===== src/rtl/bankwin_pkg.sv =====
`timescale 1ns/1ps
package bankwin_pkg;

   // bank codes whose position matters to the decode
   localparam int BK_BASE      = 0;
   localparam int BK_VIDEO     = 1;
   localparam int BK_FIRST_EXT = 2;

   typedef enum logic [1:0] {
      TGT_NONE = 2'd0,
      TGT_RAM  = 2'd1,
      TGT_VRAM = 2'd2,
      TGT_ROM  = 2'd3
   } tgt_e;

endpackage


===== src/rtl/bankwin_bank_reg.sv =====
`timescale 1ns/1ps
module bankwin_bank_reg #(
   parameter int BANK_W     = 3,
   parameter int RESET_BANK = 7
) (
   input  logic              clk,
   input  logic              rst_n,
   input  logic              load,
   input  logic [BANK_W-1:0] din,
   output logic [BANK_W-1:0] bank_q
);

   if (RESET_BANK >= (1 << BANK_W)) begin : g_bad_reset
      $error("RESET_BANK does not fit in BANK_W bits");
   end

   always_ff @(posedge clk or negedge rst_n) begin
      if (!rst_n)    bank_q <= BANK_W'(RESET_BANK);
      else if (load) bank_q <= din;
   end

   // reset leaves the boot bank selected
   a_r1_reset_boot: assert property (@(posedge clk)
      !rst_n |=> bank_q == BANK_W'(RESET_BANK));

   // a port write is visible one cycle later
   a_r2_bank_load: assert property (@(posedge clk) disable iff (!rst_n)
      load |=> bank_q == $past(din));

   a_r2_bank_hold: assert property (@(posedge clk) disable iff (!rst_n)
      (!load && rst_n) |=> $stable(bank_q));

endmodule


===== src/rtl/bankwin_map.sv =====
`timescale 1ns/1ps
module bankwin_map
   import bankwin_pkg::*;
#(
   parameter int ADDR_W      = 16,
   parameter int PHYS_W      = 18,
   parameter int BANK_W      = 3,
   parameter int SIZE_W      = 9,
   parameter int WIN_KB      = 32,
   parameter int BASE_RAM_KB = 64,
   parameter int VID_AW      = 14,
   parameter int ROM_AW      = 14
) (
   input  logic [BANK_W-1:0] bank,
   input  logic              req,
   input  logic              we,
   input  logic [ADDR_W-1:0] addr,
   input  logic [SIZE_W-1:0] cfg_kb,
   output tgt_e              tgt,
   output logic [PHYS_W-1:0] phys
);

   localparam int NBANK   = 1 << BANK_W;
   localparam int BOOT    = NBANK - 1;
   localparam int WIN_AW  = ADDR_W - 1;
   localparam int N_EXT   = BOOT - BK_FIRST_EXT;
   localparam int TOP_KB  = BASE_RAM_KB + N_EXT * WIN_KB;

   if (WIN_KB * 1024 != (1 << WIN_AW)) begin : g_bad_win
      $error("window size must be half of the address space");
   end
   if (VID_AW > WIN_AW || ROM_AW > WIN_AW) begin : g_bad_mirror
      $error("video or ROM span exceeds the window");
   end
   if ((1 << PHYS_W) < TOP_KB * 1024) begin : g_bad_phys
      $error("PHYS_W too narrow for the highest extension bank");
   end
   if ((1 << SIZE_W) <= TOP_KB) begin : g_bad_size
      $error("SIZE_W too narrow for the largest RAM size");
   end

   logic [NBANK-1:0]  present;
   logic [PHYS_W-1:0] base [NBANK];

   for (genvar k = 0; k < NBANK; k++) begin : g_bank
      if (k >= BK_FIRST_EXT && k < BOOT) begin : g_ext
         localparam int START_KB = BASE_RAM_KB + (k - BK_FIRST_EXT) * WIN_KB;
         assign present[k] = (cfg_kb >= SIZE_W'(START_KB + WIN_KB));
         assign base[k]    = PHYS_W'(START_KB * 1024);
      end else begin : g_fixed
         assign present[k] = 1'b1;
         assign base[k]    = '0;
      end
   end

   always_comb begin
      tgt  = TGT_NONE;
      phys = '0;
      if (req) begin
         if (addr[ADDR_W-1]) begin
            tgt  = TGT_RAM;
            phys = PHYS_W'(addr);
         end else if (bank == BANK_W'(BK_BASE)) begin
            tgt  = TGT_RAM;
            phys = PHYS_W'(addr[WIN_AW-1:0]);
         end else if (bank == BANK_W'(BK_VIDEO)) begin
            tgt  = TGT_VRAM;
            phys = PHYS_W'(addr[VID_AW-1:0]);
         end else if (bank == BANK_W'(BOOT)) begin
            if (!we) begin
               tgt  = TGT_ROM;
               phys = PHYS_W'(addr[ROM_AW-1:0]);
            end
         end else if (present[bank]) begin
            tgt  = TGT_RAM;
            phys = base[bank] | PHYS_W'(addr[WIN_AW-1:0]);
         end
      end
   end

endmodule


===== src/rtl/bankwin_rdmux.sv =====
`timescale 1ns/1ps
module bankwin_rdmux
   import bankwin_pkg::*;
#(
   parameter int DATA_W = 8
) (
   input  logic              clk,
   input  logic              rst_n,
   input  logic              rd_now,
   input  tgt_e              tgt,
   input  logic [DATA_W-1:0] ram_rd,
   input  logic [DATA_W-1:0] vram_rd,
   input  logic [DATA_W-1:0] rom_rd,
   output logic [DATA_W-1:0] rdata
);

   tgt_e sel_q;

   always_ff @(posedge clk or negedge rst_n) begin
      if (!rst_n) sel_q <= TGT_NONE;
      else        sel_q <= rd_now ? tgt : TGT_NONE;
   end

   always_comb begin
      case (sel_q)
         TGT_RAM:  rdata = ram_rd;
         TGT_VRAM: rdata = vram_rd;
         TGT_ROM:  rdata = rom_rd;
         default:  rdata = '1;
      endcase
   end

   // the return path follows the memory chosen one cycle earlier
   a_r10_vram_return: assert property (@(posedge clk) disable iff (!rst_n)
      (rd_now && tgt == TGT_VRAM) |=> rdata == vram_rd);

endmodule


===== src/rtl/bankwin_decoder.sv =====
`timescale 1ns/1ps
module bankwin_decoder
   import bankwin_pkg::*;
#(
   parameter int ADDR_W      = 16,
   parameter int PHYS_W      = 18,
   parameter int DATA_W      = 8,
   parameter int BANK_W      = 3,
   parameter int SIZE_W      = 9,
   parameter int WIN_KB      = 32,
   parameter int BASE_RAM_KB = 64,
   parameter int VID_AW      = 14,
   parameter int ROM_AW      = 14
) (
   input  logic              clk,
   input  logic              rst_n,
   input  logic              bank_we,
   input  logic [BANK_W-1:0] bank_wdata,
   input  logic [SIZE_W-1:0] cfg_ram_kb,
   input  logic              bus_req,
   input  logic              bus_we,
   input  logic [ADDR_W-1:0] bus_addr,
   output logic [DATA_W-1:0] bus_rdata,
   output logic [PHYS_W-1:0] mem_addr,
   output logic              ram_cs_n,
   output logic              vram_cs_n,
   output logic              rom_cs_n,
   output logic              mem_we_n,
   input  logic [DATA_W-1:0] ram_rdata,
   input  logic [DATA_W-1:0] vram_rdata,
   input  logic [DATA_W-1:0] rom_rdata
);

   localparam int BOOT_BANK = (1 << BANK_W) - 1;

   logic [BANK_W-1:0] bank_q;
   tgt_e              tgt;

   bankwin_bank_reg #(
      .BANK_W     (BANK_W),
      .RESET_BANK (BOOT_BANK)
   ) u_bank (
      .clk    (clk),
      .rst_n  (rst_n),
      .load   (bank_we),
      .din    (bank_wdata),
      .bank_q (bank_q)
   );

   bankwin_map #(
      .ADDR_W      (ADDR_W),
      .PHYS_W      (PHYS_W),
      .BANK_W      (BANK_W),
      .SIZE_W      (SIZE_W),
      .WIN_KB      (WIN_KB),
      .BASE_RAM_KB (BASE_RAM_KB),
      .VID_AW      (VID_AW),
      .ROM_AW      (ROM_AW)
   ) u_map (
      .bank   (bank_q),
      .req    (bus_req),
      .we     (bus_we),
      .addr   (bus_addr),
      .cfg_kb (cfg_ram_kb),
      .tgt    (tgt),
      .phys   (mem_addr)
   );

   bankwin_rdmux #(
      .DATA_W (DATA_W)
   ) u_rd (
      .clk     (clk),
      .rst_n   (rst_n),
      .rd_now  (bus_req && !bus_we),
      .tgt     (tgt),
      .ram_rd  (ram_rdata),
      .vram_rd (vram_rdata),
      .rom_rd  (rom_rdata),
      .rdata   (bus_rdata)
   );

   assign ram_cs_n  = (tgt != TGT_RAM);
   assign vram_cs_n = (tgt != TGT_VRAM);
   assign rom_cs_n  = (tgt != TGT_ROM);
   assign mem_we_n  = !(bus_we && tgt != TGT_NONE);

   // one select at most, none when idle
   a_r9_single_cs: assert property (@(posedge clk) disable iff (!rst_n)
      $onehot0({~ram_cs_n, ~vram_cs_n, ~rom_cs_n}));

   a_r9_idle_quiet: assert property (@(posedge clk) disable iff (!rst_n)
      !bus_req |-> (ram_cs_n && vram_cs_n && rom_cs_n));

   // upper half is fixed RAM at the CPU address
   a_r3_upper_fixed: assert property (@(posedge clk) disable iff (!rst_n)
      (bus_req && bus_addr[ADDR_W-1]) |-> (!ram_cs_n && mem_addr == PHYS_W'(bus_addr)));

   // the ROM never sees a write
   a_r6_rom_no_write: assert property (@(posedge clk) disable iff (!rst_n)
      (bus_req && bus_we) |-> rom_cs_n);

   // an unanswered read returns all ones
   a_r8_absent_ff: assert property (@(posedge clk) disable iff (!rst_n)
      (bus_req && !bus_we && ram_cs_n && vram_cs_n && rom_cs_n) |=> bus_rdata == '1);

   // ROM read data arrives one cycle after the request
   a_r10_rom_return: assert property (@(posedge clk) disable iff (!rst_n)
      (bus_req && !bus_we && !rom_cs_n) |=> bus_rdata == rom_rdata);

   // write strobe only with a selected memory
   a_r11_we_gated: assert property (@(posedge clk) disable iff (!rst_n)
      !mem_we_n |-> (bus_req && bus_we && !(ram_cs_n && vram_cs_n && rom_cs_n)));

endmodule


===== config.mk =====
export PLATFORM = sky130hd
export DESIGN_NAME = bankwin_decoder
export DESIGN_NICKNAME = d
export VERILOG_FILES = /design/src/rtl/bankwin_pkg.sv /design/src/rtl/bankwin_bank_reg.sv /design/src/rtl/bankwin_map.sv /design/src/rtl/bankwin_rdmux.sv /design/src/rtl/bankwin_decoder.sv
export SDC_FILE = /design/constraint.sdc
export NUM_CORES = 1
export LEC_CHECK = 0
export ABC_AREA = 0
export CAP_MARGIN = 40
export CORE_ASPECT_RATIO = 1.75
export CORE_UTILIZATION = 32
export CTS_CLUSTER_SIZE = 12
export DETAILED_ROUTE_END_ITERATION = 8
export GPL_TIMING_DRIVEN = 0
export PLACE_DENSITY_LB_ADDON = 0.25
export SETUP_SLACK_MARGIN = 0.1
export SLEW_MARGIN = 20
export SYNTH_ARGS = -nofsm -noshare
export SYNTH_HDL_FRONTEND = slang
export SYNTH_SLANG_ARGS = --single-unit

===== constraint.sdc =====
create_clock -name clk -period 4.5 [get_ports clk]
set_input_delay 0.9 -clock clk [delete_from_list [all_inputs] [get_ports clk]]
set_output_delay 0.9 -clock clk [all_outputs]
set_load 0.005 [all_outputs]

==> summary.txt, run 1 <==
Clocking
  • Reg clk slew, reported paths: 0.04 ns
  • Cts bufs inserted: 3
  • Resized cells post-CTS: 0
  • Root Buffer: clkbuf_8
  • Worst-Skew Late Latency: 0.22 ns
  • H-tree levels: 1
  • CTS max path bufs: 2
  • TritonCTS clock tree: done
  • Post-CTS Hold Buffers: 0
  • Sink Count: 5
  • Setup bufs post-CTS: 0

Logic synthesis
  • Total nets after synthesis: 177
  • Main flop type after synthesis: dfstp_2
  • Register bit count reported by yosys: 5
  • Dominant cells by area after synthesis: a21oi_2, mux2i_1, dfstp_2
  • Post-synth EDFFs: 0
  • Post-Syn Area: 895 sq um
  • Area leader, netlist: a21oi_2
  • Netlist cell types: 41
  • Cells after Synth: 120
  • Mean Syn Cell Area: 7.46 sq um
  • Post-synth top cells: nand2_1, a21oi_1, nor2_1
  • Register area share after synthesis: 14.4%
  • Yosys warnings: 0
  • Most frequent cell after synthesis: nand2_1
  • Share of the synthesized area in the top cell type: 10.8%
  • Fraction of registers with async set/reset: 100%

STA
  • Pins Over Slew Limit: 0
  • Slew margin rel.: 57.0%
  • RSZ-0062 raised after global routing: false
  • Worst slew pin tran: 0.645 ns
  • Fmax: 259 MHz
  • Final Cycle Share: 85.9%
  • Post-layout min period: 3.87 ns
  • Hold violation count in the final report: 0
  • Worst clock skew: 0.00146 ns
  • Final setup vio count: 0
  • Setup TNS Final: 0 ns

Critical path
  • R2R Setup Slk: 2.79 ns
  • Buf+Inv Stages, Crit Path: 3
  • CP endpoint kind: output pin
  • WS Path Type: input pin to output pin
  • Levels on crit path: 7
  • Critical path, cell by cell: clkdlybuf4s50_1 > or4b_4 > a31oi_4 > a31o_4 > buf_12 > a21oi_2 > clkdlybuf4s50_1
  • Slowest CP cell: or4b_4
  • R2R cell count: 5
  • CP max FO: 10
  • Worst Path Arrival: 2.97 ns
  • Worst path top cell family by delay: buffers and inverters
  • Worst EP required: 3.60 ns
  • Max stage delay on crit path: 0.58 ns
  • Critical path's most frequent cell: clkdlybuf4s50_1
  • CP Launch Type: input pin

Cells and area
  • Filler cells: 243
  • Layout cells sized above 1: 16.6%
  • ANT cells: 0
  • Nets@finish: 263
  • Finished Layout Cells: 232
  • Area growth syn-to-layout: 99.6%

Route
  • Via count: 1223
  • Starting DRT DRC Count: 18
  • First-pass DRT Iterations: 4
  • WL per Instance: 14.6 um
  • Total Wirelength: 3380 um
  • ANT nets after route: 0
  • Vias per Instance: 5.27
  • Number of remaining DRC errors: 0

Worst hold path
  • Worst min-delay path category: flip-flop to flip-flop
  • Cell count of the worst hold path: 3

Die
  • Core area: 2690 sq um
  • Die width: 42.0 um
  • DIE AREA: 3020 sq um
  • Ports: 87
  • Row count: 25
  • Chip Height: 71.9 um
  • Starting Density: 33.3%

Power and ir drop
  • Pleak: 0.674 nW
  • Int Pwr: 0.212 mW
  • Psw: 0.0955 mW
  • PwrDens: 172 nW/um^2
  • Clock group share of total power: 26.6%
  • Seq pwr share: 17.0%
  • VDD IR max: 185 uV
  • Gate power share: 56.4%
  • Net Sw Frac: 31.1%

Placement
  • RePlAce Congestion: 0.858
  • Placed insts: 228
  • Dpl hpwl: 2780 um
  • PortBufs: 81

Run
  • Max cap viols: 0

Status
  • Status: complete, no violations

Global routing
  • First-pass GRT wire length: 5510 um
  • Initial antenna violation count: 0
  • Gr usage total: 23.1%
  • Remaining Overflow, GRT: 0
  • Number of global-route vias before repair: 1179
  • Largest net degree at the start of global routing: 11
-- final timing paths --
check                                  from          endpoint
hold / removal             u_bank.bank_q[0]     u_rd.sel_q[1]
hold reg to reg            u_bank.bank_q[0]     u_rd.sel_q[1]
min in group asynchronous             rst_n     u_rd.sel_q[0]
setup / recovery              cfg_ram_kb[7]       mem_addr[7]
max in group asynchronous             rst_n  u_bank.bank_q[1]
setup reg to reg           u_bank.bank_q[1]     u_rd.sel_q[0]
-- per-layer routing --
layer,global-route usage (%),up-vias,wire (um)
met5,0,-,0
met4,8.96,0,46
met3,4.23,6,180
met2,43.4,50,1830
met1,24.9,565,1320
li1,-,602,-
-- cell usage in the layout, fill, tap and decap left out, drive strengths merged, types with 2 or more instances in the layout --
| cell type | n |
|---|---|
| buf | 6 |
| nor2b | 4 |
| clkdlybuf4s50 | 81 |
| o21ai | 4 |
| a31oi | 4 |
| nand2b | 4 |
| dfrtp | 2 |
| dfstp | 3 |
| a211oi | 2 |
| a21oi | 25 |
| clkbuf | 6 |
| inv | 2 |
| nand2 | 18 |
| nand3 | 3 |
| a21boi | 2 |
| mux2i | 8 |
| nor2 | 12 |
-- area by class of cell --
cell class	count	area (sq um)	share of cell area, %
flip-flops and latches	5	129	7.22
repair buffers	81	811	45.4
clock inverters	1	5.00	0.280
multi-input cells	103	678	38.0
clock buffers	3	41.3	2.31
well taps	27	33.8	1.89
plain buffers	10	80.1	4.48
inverters	2	7.51	0.420
-- metrics by stage --
stage | setup slack (ns) | hold WS (ns) | util (%) | area (sq um) | power, mW
floorplan | 1.68 | 0.597 | - | 895 | 0.131
detailed placement | 0.635 | 0.638 | 64.7 | 1740 | 0.226
finish | 0.635 | 0.638 | 66.4 | 1790 | 0.307
CTS | 0.633 | 0.643 | 66.4 | 1790 | 0.311
global route | 0.535 | 0.662 | 66.4 | 1790 | 0.331
global placement | 0.657 | 0.632 | 64.7 | 1740 | 0.222
-- worst register-to-register path, stage by stage, from the launching register on --
cell and delay (ns):
dfstp_2 0.51, buf_2 0.20, inv_2 0.08, o2111ai_1 0.34
nand3_1 0.14, o311a_1 0.32
-- kinds of logic (layout without fill, tap and decap cells) --
family / Yosys count / count (layout) / synth area share (%)
muxes: 9 / 9 / 10.2
DFF: 5 / 5 / 14.4
buffers and inverters: 12 / 97 / 9.79
and+or+nand+nor: 49 / 49 / 27.1
AOI/OAI and AO/OA: 45 / 45 / 38.5
-- flip-flops by register name (all words and copies together) (netlist names) --
register,cells
u_bank.bank_q,3
u_rd.sel_q,2
-- power groups by stage --
stage               Sequential, mW  Combinational (mW)  Clock [mW]
finish                      0.0521               0.173      0.0818
floorplan                   0.0521              0.0788           0
CTS                         0.0523               0.174      0.0848
detailed placement          0.0527               0.174           0
global route                0.0523               0.188      0.0905
global placement            0.0524               0.169           0
No activity file was read; power rests on OpenSTA's default activity.
==> run 2: changes to the inputs <==
- SLEW_MARGIN: 20 -> not set
==> results of run 2 <==
The final DEF is identical to that of run 1; final timing and power are the same.
==> run 3: changes to the inputs <==
- CELL_PAD_IN_SITES_DETAIL_PLACEMENT: not set -> 1
- CELL_PAD_IN_SITES_GLOBAL_PLACEMENT: not set -> 2
- CORE_UTILIZATION: 32 -> 15
==> run 3 against run 2 <==
Effect of this change: critical path depth did not move; cell area rose by 3.4%; via count rose by 0.16%; clock skew fell by 0.0012 ns; sequential power rose by 0.8%; utilization fell by 34 points; highest routed layer unchanged; first-iteration DRC count rose by 5.6%.
==> summary.txt, run 3 (synthesized netlist as in run 1, its figures left out) <==
Route
  • Total Wirelength: 4130 um (+22%)
  • ANT nets after route: 0 (unchanged)
  • Number of remaining DRC errors: 0 (unchanged)
  • Starting DRT DRC Count: 19 (+1)
  • Vias per Instance: 4.36 (-17%)
  • First-pass DRT Iterations: 4 (unchanged)
  • WL per Instance: 14.7 um (+0.95%)
  • Via count: 1225 (+0.16%)

STA
  • Setup TNS Final: 0 ns (unchanged)
  • Slew margin rel.: 57.1% (+0.13 points)
  • Hold violation count in the final report: 0 (unchanged)
  • Fmax: 258 MHz (-0.32%)
  • Worst hold margin: 0.686 ns (+0.0485 ns)
  • Final setup vio count: 0 (unchanged)
  • Worst slew pin tran: 0.643 ns (-0.00192 ns)
  • Final Cycle Share: 86.2% (+0.28 points)
  • Worst clock skew: 0.000224 ns (-0.00123 ns)
  • Pins Over Slew Limit: 0 (unchanged)
  • RSZ-0062 raised after global routing: false
  • Post-layout min period: 3.88 ns (+0.0124 ns)

Clocking
  • Worst-Skew Late Latency: 0.22 ns (about the same)
  • H-tree levels: 1 (unchanged)
  • Root Buffer: clkbuf_8
  • TritonCTS clock tree: done
  • Reg clk slew, reported paths: 0.03 ns (about the same)
  • Setup bufs post-CTS: 0 (unchanged)
  • Cts bufs inserted: 3 (unchanged)
  • Post-CTS Hold Buffers: 0 (unchanged)
  • Sink Count: 5 (unchanged)
  • CTS max path bufs: 2 (unchanged)
  • Resized cells post-CTS: 0 (unchanged)

Global routing
  • Number of global-route vias before repair: 1333 (+13%)
  • Remaining Overflow, GRT: 0 (unchanged)
  • First-pass GRT wire length: 6430 um (+17%)
  • Gr usage total: 13.2% (-10 points)
  • Initial antenna violation count: 0 (unchanged)
  • Largest net degree at the start of global routing: 11 (unchanged)

Cells and area
  • Commonest non-fill, non-tap cell in the layout: clkdlybuf4s50_1
  • Area growth syn-to-layout: 106%
  • Biggest regs: u_bank.bank_q: 3 flops, u_rd.sel_q: 2 flops
  • Largest Register: u_bank.bank_q
  • ANT cells: 0 (unchanged)
  • Most frequent cells in the layout: clkdlybuf4s50_1, nand2_1, a21oi_1
  • Filler cells: 713 (+190%)
  • Layout Utilization: 32.5% (-34 points)
  • Number of flip-flops in the largest register: 3 (unchanged)
  • Nets@finish: 263 (unchanged)
  • Finished Layout Cells: 281 (+21%)
  • Layout cells sized above 1: 16.1% (-0.49 points)

Die
  • DIE AREA: 6290 sq um (+110%)
  • Ports: 87 (unchanged)
  • Core area: 5680 sq um (+110%)
  • Chip Height: 104 um (+45%)
  • Die width: 60.4 um (+44%)
  • Starting Density: 15.8% (-17 points)
  • Row count: 36 (+44%)

Power and ir drop
  • Tot Pwr: 0.312 mW (+1.7%)
  • Net Sw Frac: 31.8% (+0.66 points)
  • PwrDens: 169 nW/um^2 (-1.6%)
  • Pleak: 0.671 nW (-0.41%)
  • Clock group share of total power: 26.9% (+0.3 points)
  • VDD IR max: 116 uV (-37%)
  • Seq pwr share: 16.8% (-0.2 points)
  • Gate power share: 56.3% (about the same)
  • Psw: 0.0992 mW (+3.8%)
  • Int Pwr: 0.213 mW (+0.72%)

Critical path
  • CP max FO: 10 (unchanged)
  • CP Launch Type: input pin
  • CP startpoint: cfg_ram_kb[7]
  • FF-to-FF Start: u_bank.bank_q[1]
  • Worst EP required: 3.60 ns (about the same)
  • WS Path Type: input pin to output pin
  • Worst Path Arrival: 2.98 ns (about the same)
  • CP endpoint kind: output pin

Run
  • Max cap viols: 0 (unchanged)

Placement
  • RePlAce Congestion: 0.701 (-18%)
  • PortBufs: 81 (unchanged)
  • Dpl hpwl: 3460 um (+24%)
  • Placed insts: 277 (+21%)

Status
  • Status: complete, no violations

Worst hold path
  • Worst min-delay path category: flip-flop to flip-flop
  • Hold Crit Start: u_bank.bank_q[0]
## run 3: cell types whose count changed in the layout (fill, tap and decap cells not counted), sizes merged
cell and change:
clkbuf +1, clkinv -1
## run 3: power by group through the flow
stage	logic, mW	registers [mW]	clock network [mW]
2_1_floorplan	0.0788	0.0521	0
3_3_place_gp	0.173	0.0529	0
3_5_place_dp	0.178	0.0530	0
4_1_cts	0.179	0.0526	0.0871
5_1_grt	0.191	0.0528	0.0909
6_report	0.176	0.0525	0.0840
## run 3: stage by stage
stage / worst slack [ns] / instance area (sq um)
2_1_floorplan: 1.68 / 895
3_3_place_gp: 0.641 / 1800
3_5_place_dp: 0.611 / 1800
4_1_cts: 0.611 / 1850
5_1_grt: 0.523 / 1850
6_report: 0.622 / 1850
## run 3: worst max-delay path, stage by stage
cell,delay (ns)
clkdlybuf4s50_1,0.50
or4b_4,0.58
a31oi_4,0.16
a31o_4,0.17
buf_12,0.15
a21oi_2,0.06
clkdlybuf4s50_1,0.46
## run 3: final cells by class
class / instances / area (sq um) / share of cell area [%]
plain buffers: 10 / 80.1 / 4.34
well taps: 76 / 95.1 / 5.15
multi-input cells: 103 / 678 / 36.7
clock buffers: 4 / 45.0 / 2.44
flip-flops and latches: 5 / 129 / 6.98
inverters: 2 / 7.51 / 0.407
repair buffers: 81 / 811 / 43.9
## run 3: metal layers
layer  part of all wire [%]  track usage, %  wire, um  up-vias
li1                       -               -         -      607
met5                      0               0         0        -
met3                    5.4            1.24       221        5
met4                   0.94            2.99        39        0
met1                     36            13.3      1470      562
met2                     58            26.5      2400       51
## run 3: path summary, 6_finish.rpt
path | slack [ns] | cells past startpoint | end
setup / recovery | 0.62 | 7 | mem_addr[12]
hold / removal | 0.69 | 3 | u_rd.sel_q[1]
setup reg to reg | 2.78 | 5 | u_rd.sel_q[0]
hold reg to reg | 0.69 | 3 | u_rd.sel_q[1]
max in group asynchronous | 3.33 | 1 | u_bank.bank_q[1]
min in group asynchronous | 0.91 | 1 | u_rd.sel_q[0]
